===== config.mk =====
export PLATFORM = sky130hd
export DESIGN_NAME = rts_cts_ctrl
export DESIGN_NICKNAME = d
export VERILOG_FILES = /design/src/rtl/rfc_pkg.sv /design/src/rtl/rfc_rst_sync.sv /design/src/rtl/rfc_cts_sync.sv /design/src/rtl/rfc_delay_cnt.sv /design/src/rtl/rfc_seq.sv /design/src/rtl/rts_cts_ctrl.sv
export SDC_FILE = /design/constraint.sdc
export NUM_CORES = 1
export LEC_CHECK = 0
export ABC_AREA = 1
export BUFFER_PORTS_ARGS = -buffer_cell sky130_fd_sc_hd__buf_2
export CAP_MARGIN = 20
export CORE_UTILIZATION = 47
export CTS_CLUSTER_SIZE = 14
export DETAILED_ROUTE_END_ITERATION = 16
export PLACE_DENSITY = 0.8
export SYNTH_ARGS = -nofsm -noshare
export SYNTH_HDL_FRONTEND = slang
export SYNTH_SLANG_ARGS = --single-unit

===== constraint.sdc =====
create_clock -name clk -period 1.03 [get_ports clk]
set_input_delay 0.206 -clock clk [delete_from_list [all_inputs] [get_ports clk]]
set_output_delay 0.206 -clock clk [all_outputs]
set_load 0.05 [all_outputs]

===== src/rtl/rfc_pkg.sv =====
package rfc_pkg;
  localparam int CFG_W         = 8;
  localparam int CB_AUTO       = 0;
  localparam int CB_MAN_RTS    = 1;
  localparam int CB_TICK_UNIT  = 2;
  localparam int CB_EARLY_TRL  = 3;
  localparam int CB_RTS_INV    = 4;
  localparam int CB_CTS_GATE   = 5;
  localparam int CB_CTS_INV    = 6;
  localparam int CB_HOLD       = 7;

  typedef enum logic [1:0] {
    ST_IDLE   = 2'd0,
    ST_LEAD   = 2'd1,
    ST_ACTIVE = 2'd2,
    ST_TRAIL  = 2'd3
  } rfc_state_e;
endpackage


===== src/rtl/rfc_rst_sync.sv =====
module rfc_rst_sync (
  input  logic clk,
  input  logic arst_n,
  output logic srst_n
);
  logic [1:0] sync_q;

  always_ff @(posedge clk or negedge arst_n) begin
    if (!arst_n) sync_q <= 2'b00;
    else         sync_q <= {sync_q[0], 1'b1};
  end

  assign srst_n = sync_q[1];
endmodule


===== src/rtl/rfc_cts_sync.sv =====
module rfc_cts_sync #(
  parameter int STAGES = 2
) (
  input  logic clk,
  input  logic rst_n,
  input  logic cts_pin,
  output logic cts_lvl,
  output logic cts_change
);
  logic [STAGES:0] sh_q;
  logic [STAGES:0] sh_d;

  always_comb sh_d = {sh_q[STAGES-1:0], cts_pin};

  always_ff @(posedge clk or negedge rst_n) begin
    if (!rst_n) sh_q <= '0;
    else        sh_q <= sh_d;
  end

  assign cts_lvl    = sh_q[STAGES-1];
  assign cts_change = sh_q[STAGES] ^ sh_q[STAGES-1];

  AST_CHANGE_SINGLE: assert property (@(posedge clk) disable iff (!rst_n)
    cts_change && (sh_q[STAGES-1] == sh_q[STAGES-2]) |=> !cts_change);
endmodule


===== src/rtl/rfc_delay_cnt.sv =====
module rfc_delay_cnt #(
  parameter int DLY_W = 8
) (
  input  logic             clk,
  input  logic             rst_n,
  input  logic             load,
  input  logic [DLY_W-1:0] load_val,
  input  logic             dec,
  output logic             last
);
  localparam logic [DLY_W-1:0] ONE = DLY_W'(1);

  logic [DLY_W-1:0] cnt_q;
  logic [DLY_W-1:0] cnt_d;
  logic             cnt_en;

  always_comb begin
    cnt_en = load | dec;
    cnt_d  = load ? load_val : (cnt_q - ONE);
  end

  always_ff @(posedge clk or negedge rst_n) begin
    if (!rst_n)      cnt_q <= '0;
    else if (cnt_en) cnt_q <= cnt_d;
  end

  assign last = (cnt_q <= ONE);

  AST_NO_UNDERFLOW: assert property (@(posedge clk) disable iff (!rst_n)
    dec |-> cnt_q != '0);
  AST_LOAD_DEC_EXCL: assert property (@(posedge clk) disable iff (!rst_n)
    !(load && dec));
endmodule


===== src/rtl/rfc_seq.sv =====
module rfc_seq
  import rfc_pkg::*;
#(
  parameter int DLY_W = 8
) (
  input  logic             clk,
  input  logic             rst_n,
  input  logic             auto_en,
  input  logic             tick_unit,
  input  logic             early_trail,
  input  logic             bit_tick,
  input  logic             tx_has_data,
  input  logic             tx_idle,
  input  logic [DLY_W-1:0] lead_val,
  input  logic [DLY_W-1:0] trail_val,
  input  logic             cnt_last,
  output logic             cnt_load,
  output logic [DLY_W-1:0] cnt_load_val,
  output logic             cnt_dec,
  output rfc_state_e       state
);
  localparam logic [DLY_W-1:0] ZERO = '0;

  rfc_state_e state_d;
  logic       unit;
  logic       tx_done;

  always_comb begin
    unit         = tick_unit ? bit_tick : 1'b1;
    tx_done      = !tx_has_data && (early_trail || tx_idle);
    state_d      = state;
    cnt_load     = 1'b0;
    cnt_load_val = lead_val;
    cnt_dec      = 1'b0;
    if (!auto_en) begin
      state_d = ST_IDLE;
    end else begin
      case (state)
        ST_IDLE: begin
          if (tx_has_data) begin
            if (lead_val == ZERO) begin
              state_d = ST_ACTIVE;
            end else begin
              state_d  = ST_LEAD;
              cnt_load = 1'b1;
            end
          end
        end
        ST_LEAD: begin
          if (unit) begin
            if (cnt_last) state_d = ST_ACTIVE;
            else          cnt_dec = 1'b1;
          end
        end
        ST_ACTIVE: begin
          cnt_load_val = trail_val;
          if (tx_done) begin
            if (trail_val == ZERO) begin
              state_d = ST_IDLE;
            end else begin
              state_d  = ST_TRAIL;
              cnt_load = 1'b1;
            end
          end
        end
        ST_TRAIL: begin
          if (tx_has_data) begin
            state_d = ST_ACTIVE;
          end else if (unit) begin
            if (cnt_last) state_d = ST_IDLE;
            else          cnt_dec = 1'b1;
          end
        end
        default: state_d = ST_IDLE;
      endcase
    end
  end

  always_ff @(posedge clk or negedge rst_n) begin
    if (!rst_n) state <= ST_IDLE;
    else        state <= state_d;
  end

  AST_LEAD_ENTRY: assert property (@(posedge clk) disable iff (!rst_n)
    auto_en && state == ST_IDLE && tx_has_data |=> state != ST_IDLE);
  AST_TRAIL_RETURN: assert property (@(posedge clk) disable iff (!rst_n)
    auto_en && state == ST_TRAIL && tx_has_data |=> state == ST_ACTIVE);
  AST_AUTO_OFF_IDLE: assert property (@(posedge clk) disable iff (!rst_n)
    !auto_en |=> state == ST_IDLE);
endmodule


===== src/rtl/rts_cts_ctrl.sv =====
module rts_cts_ctrl
  import rfc_pkg::*;
#(
  parameter int DLY_W      = 8,
  parameter int CTS_STAGES = 2
) (
  input  logic             clk,
  input  logic             rst_n,
  input  logic [CFG_W-1:0] cfg,
  input  logic [DLY_W-1:0] lead_dly,
  input  logic [DLY_W-1:0] trail_dly,
  input  logic             bit_tick,
  input  logic             tx_has_data,
  input  logic             tx_idle,
  input  logic             cts_pin,
  output logic             rts_pin,
  output logic             tx_permit,
  output logic             cts_change
);
  logic             srst_n;
  logic             cts_lvl;
  logic             cts_act;
  logic             cts_ok;
  logic             rts_int;
  logic             cnt_last;
  logic             cnt_load;
  logic             cnt_dec;
  logic [DLY_W-1:0] cnt_load_val;
  rfc_state_e       state;

  rfc_rst_sync u_rst (
    .clk    (clk),
    .arst_n (rst_n),
    .srst_n (srst_n)
  );

  rfc_cts_sync #(.STAGES(CTS_STAGES)) u_cts (
    .clk        (clk),
    .rst_n      (srst_n),
    .cts_pin    (cts_pin),
    .cts_lvl    (cts_lvl),
    .cts_change (cts_change)
  );

  rfc_delay_cnt #(.DLY_W(DLY_W)) u_cnt (
    .clk      (clk),
    .rst_n    (srst_n),
    .load     (cnt_load),
    .load_val (cnt_load_val),
    .dec      (cnt_dec),
    .last     (cnt_last)
  );

  rfc_seq #(.DLY_W(DLY_W)) u_seq (
    .clk          (clk),
    .rst_n        (srst_n),
    .auto_en      (cfg[CB_AUTO]),
    .tick_unit    (cfg[CB_TICK_UNIT]),
    .early_trail  (cfg[CB_EARLY_TRL]),
    .bit_tick     (bit_tick),
    .tx_has_data  (tx_has_data),
    .tx_idle      (tx_idle),
    .lead_val     (lead_dly),
    .trail_val    (trail_dly),
    .cnt_last     (cnt_last),
    .cnt_load     (cnt_load),
    .cnt_load_val (cnt_load_val),
    .cnt_dec      (cnt_dec),
    .state        (state)
  );

  always_comb begin
    cts_act = cts_lvl ^ cfg[CB_CTS_INV];
    cts_ok  = !cfg[CB_CTS_GATE] || cts_act;
    if (cfg[CB_AUTO]) begin
      rts_int   = (state != ST_IDLE) || cfg[CB_HOLD];
      tx_permit = (state == ST_ACTIVE) && cts_ok;
    end else begin
      rts_int   = cfg[CB_MAN_RTS];
      tx_permit = cts_ok;
    end
    rts_pin = rts_int ^ cfg[CB_RTS_INV];
  end

  AST_RTS_COVERS_PERMIT: assert property (@(posedge clk) disable iff (!srst_n)
    cfg[CB_AUTO] && tx_permit |-> (rts_pin ^ cfg[CB_RTS_INV]));
  AST_CTS_BLOCKS: assert property (@(posedge clk) disable iff (!srst_n)
    cfg[CB_CTS_GATE] && !(cts_lvl ^ cfg[CB_CTS_INV]) |-> !tx_permit);
  AST_TRAIL_NO_PERMIT: assert property (@(posedge clk) disable iff (!srst_n)
    cfg[CB_AUTO] && state == ST_TRAIL |-> !tx_permit);
endmodule


Yosys cells after proc, flatten, opt, wreduce, memory -nomap -nowiden
Index checks and enable logic that the tools add are counted.

Flip-flop bits (word level): 15. Output and inout port bits: 3. Logic and storage cells: 59.

Bitwise logic cells: 4. Muxes and demuxes: 28. Equality and inequality tests: 9. Reduce and logical (&&, ||, !) cells: 12. Magnitude comparators: 1. Add/subtract/negate cells: 1.

Operator list (count): two-way mux 8 bit (3); two-way mux 2 bit (10); logical NOT 8 bit (2); two-way mux 1 bit (12); less-or-equal comparator 8 x 1 -> 1 bit (second input constant) (1); one-hot mux 2 bit (4 select lines) (1); subtractor 8 x 1 -> 8 bit (second input constant) (1); inequality test 3 x 2 -> 1 bit (second input constant) (2); inequality test 3 bit (second input constant) (2); AND reduction 6 bit (1); equality test 2 bit (second input constant) (2); inequality test 4 x 3 -> 1 bit (second input constant) (1); inequality test 4 bit (second input constant) (1); one-hot mux 1 bit (2 select lines) (2); logical OR 1 bit (3); bitwise XOR 1 bit (3); equality test 2 x 1 -> 1 bit (second input constant) (1); logical AND 1 bit (2); logical NOT 1 bit (2); logical NOT 2 bit (1); nonzero test 2 bit (1); bitwise OR 1 bit (1).

Longest topological paths before layout
Word-level depth: 7. Depth in mapped cells: 12.

Cells and area by module
Synthesis repeated with hierarchy kept, for this count alone.

Cells, all modules: 159. Area total of the unflattened synthesis: 1099.8 um^2.

By module, submodules not included: rfc_delay_cnt (seq. area each 200.2 um^2, area each 518.0 um^2, cells an instance 67, instances 1); rfc_seq (seq. area each 50.0 um^2, area each 360.3 um^2, cells an instance 63, instances 1); rfc_cts_sync (seq. area each 75.1 um^2, area each 93.8 um^2, cells an instance 8, instances 1); rts_cts_ctrl (seq. area each 0.0 um^2, area each 73.8 um^2, cells an instance 18, instances 1); rfc_rst_sync (seq. area each 50.0 um^2, area each 53.8 um^2, cells an instance 3, instances 1).

Worst setup path before layout
Ideal clock, no wire load.

Kind: flip-flop to output port. From: register u_seq.state[0]. To: output port rts_pin. Required time: 824 ps. Slack: -662 ps. Arrival: 1486 ps. Stages on the path, launching flop included: 5. Cell sequence: dfrtp_1 > nor2_2 > nand2_1 > o21ai_0 > xnor2_1.

Cells in the longest elaborated chain, start to end: 4.

Ends and longest elaborated chain: from (decl) (line rfc_seq.sv:20) `output rfc_state_e state`; from (signal assigned) (line rfc_seq.sv:81) `else state <= state_d;`; nonzero test 2 bit (line rts_cts_ctrl.sv:76) `rts_int = (state != ST_IDLE) || cfg[CB_HOLD];`; logical OR 1 bit (line rts_cts_ctrl.sv:76); two-way mux 1 bit (line rts_cts_ctrl.sv:75) `if (cfg[CB_AUTO]) begin`; bitwise XOR 1 bit (line rts_cts_ctrl.sv:82) `rts_pin = rts_int ^ cfg[CB_RTS_INV];`; to (decl) (line rts_cts_ctrl.sv:16) `output logic rts_pin,`.

No other way between the ends.

Worst setup path after layout
From: register u_seq.state[1]. To: output port rts_pin.

The elaborated chain is that of the path after synthesis.

==> summary.txt <==
Status
  • Outcome: finished with violations
  • Violated checks: setup timing

Clock network
  • CTS tree: yes
  • Num CTS Buffers: 3
  • Clock sinks: 15
  • Root Buffer: clkbuf_4
  • # H-tree levels: 1
  • Clock Tree Buf Depth: 2
  • Later-pin clock latency in the skew report: 0.30 ns
  • Clock slew at reported path FFs: 0.10 ns

Yosys
  • Syn nets: 221
  • Post-Syn Area: 0.00123 sq mm
  • Yosys cell types: 29
  • YS warnings: 0
  • Syn Inst Count: 189
  • Top cells by area, synth: dfrtp_1 (30%), nand2_1 (16%), nand3_1 (9.3%)
  • Post-synth top area share: 30.4%
  • Synthesized flop and latch total: 15
  • Dominant cell type by area after synthesis: dfrtp_1
  • Mean Syn Cell Area: 6.53 sq um
  • Sequential-to-total area share from yosys stat: 30.4%

STA
  • Min Tclk post-route: 1.59 ns
  • Clk_skew: 0.00248 ns
  • RSZ-0062 raised after global routing: yes
  • Fin worst setup slack: -0.561 ns
  • Tcrit/Tclk final: 154%
  • Final setup violation count: 13
  • Slew Viols, Final: 0
  • Final hold violation count: 0
  • Fmax: 0.629 GHz
  • Post-Route Setup TNS: -6.47 ns

Global route
  • First-pass GRT wire length: 5990 um
  • Largest net degree at the start of global routing: 14
  • Remaining global-route overflow: 0
  • GRT Total Usage: 29.9%
  • Vias in the first global route: 1,456
  • Initial antenna violation count: 0

Floorplan
  • Initial Utilization: 49.8%
  • Ports: 33
  • Die Y: 53.2 um
  • Width of the die: 53.2 um
  • Core area: 0.00248 sq mm
  • Die area: 0.00283 sq mm
  • Rows: 18

Cells and area
  • Filler Cells Inserted: 132
  • Non-Filler Instances: 302
  • Area grow syn2layout: 74.3%
  • Commonest non-fill, non-tap cells in the layout: nand2_1 (48), buf_4 (41), buf_2 (29)
  • Commonest non-fill, non-tap cell in the layout: nand2_1
  • Design area: 0.00215 sq mm
  • Ant diodes: 0
  • Nets: 305
  • Share of layout cells above drive strength 1: 50.0%

Min path
  • Min-Delay Path Class: in -> reg

Detailed routing
  • Via/cell ratio: 5.25
  • Drt drc: 0
  • WL/cell: 14.5 um
  • DRT Wirelength: 4370 um
  • DR iter-0 viols: 60
  • Drt first pass iters: 4
  • Vias: 1,584
  • ANT nets after route: 0

Job
  • Max_cap viols: 0

Place
  • Final GP Congestion: 0.834
  • Port bufs: 32
  • Placed inst area: 0.00177 sq mm
  • Inst Count DP: 287
  • Post-Place Setup Slack: -0.479 ns
  • DP HPWL: 2560 um

Critical path
  • CP max stage cell: dfrtp_2
  • Crit path cell chain: nor2_4 -> nand2_2 -> o21ai_4 -> xnor2_4 -> buf_6
  • CP Launch Type: flop
  • Critical path class: reg -> out
  • CP Capture Type: primary output
  • Largest stage delay, worst path: 0.50 ns
  • Required @ worst endpoint: 0.82 ns
  • Largest fanout on the critical path: 6
  • Worst Path Arrival: 1.38 ns

Power
  • Worst VDD drop: 1.79 mV
  • Tot Pwr: 4.45 mW
  • Lkg Pwr: 1.13 nW
  • PD cells: 2070 mW/mm^2
## layout make-up
type                    instances  area (sq um)  area share [%]
clock buffers                   3          22.5            1.05
well taps                      30          37.5            1.75
multi-input cells             141           990            46.0
repair buffers                 81           588            27.3
flip-flops and latches         15           379            17.6
inverters                      31           129            5.99
clock inverters                 1          5.00           0.233
## metal layers
metal / global-route usage, % / share of wire (%) / up-vias
met3: 5.46 / 5.6 / 19
li1: - / - / 756
met1: 32.6 / 38 / 741
met4: 11.0 / 4.0 / 0
met5: 0 / 0 / -
met2: 56.0 / 53 / 68
## synthesized netlist by cell type, drive strengths merged
library cell / number
nand3: 24
o21ai: 9
inv: 31
conb: 1
a21oi: 2
buf: 4
a22oi: 3
nor2: 29
xnor2: 4
o31ai: 1
or2: 2
and2: 1
ha: 2
nand2: 56
nand4: 3
xor2: 1
dfrtp: 15
o2bb2ai: 1
## what timing repair did
item / 4_1_cts / 5_1_grt
cloned: 2 / 0
setup endpoints to repair: 13 / 13
pin swaps: 17 / 12
endpoints found under the hold margin: 2 / 0
buffers inserted: 6 / 2
hold buffers: 1 / 0
resized for setup: 36 / 21
## metrics by stage
step	hold slack, ns	utilization [%]
global route	-0.0000314	86.8
CTS	0.00503	81.8
finish	0.00265	86.8
floorplan	-0.0896	-
detailed placement	-0.00605	71.4
global placement	-0.00871	71.4
## state kept, by name (all words and copies together), names as in the netlist
name	cells
u_cnt.cnt_q	8
u_cts.sh_q	3
u_rst.sync_q	2
u_seq.state	2
## report_power, final
part	total (mW)	internal [mW]	switching [mW]	leakage, nW
sequential	0.996	0.795	0.201	0.174
clock	0.366	0.145	0.220	0.0177
combinational	3.09	1.41	1.68	0.937
total	4.45	2.35	2.10	1.13
## worst max-delay path: cells and delay by family (launching register included)
family	cells	cell delay (ns)
xor gates and xnor gates	1	0.13
buffers and inverters	1	0.17
and+or+nand+nor	2	0.19
DFF	1	0.50
AOI/OAI and AO/OA	1	0.08
## final timing paths
| kind | start | endpoint | slack, ns | cells after the start |
|---|---|---|---|---|
| hold reg to reg | u_rst.sync_q[1] | u_cts.sh_q[2] | 0.17 | 1 |
| min in group asynchronous | u_rst.sync_q[1] | u_cts.sh_q[2] | 0.17 | 1 |
| setup / recovery | u_seq.state[1] | rts_pin | -0.56 | 5 |
| max in group asynchronous | u_rst.sync_q[1] | u_cts.sh_q[1] | 0.68 | 1 |
| hold / removal | cts_pin | u_cts.sh_q[0] | 0.003 | 1 |
| setup reg to reg | u_cnt.cnt_q[1] | u_seq.state[0] | -0.55 | 10 |
## kinds of logic (layout without fill, tap and decap cells)
kind of cell	count (synthesis)	in the layout	share of synthesized area, %
DFF	15	15	30.4
buffers and inverters	35	116	13.0
AOI/OAI and AO/OA	16	16	8.62
adders and majority gates	2	2	2.03
other	1	1	0.304
and+or+nand+nor	115	117	42.1
xor gates and xnor gates	5	5	3.55
(Power assumes the default switching activity.)
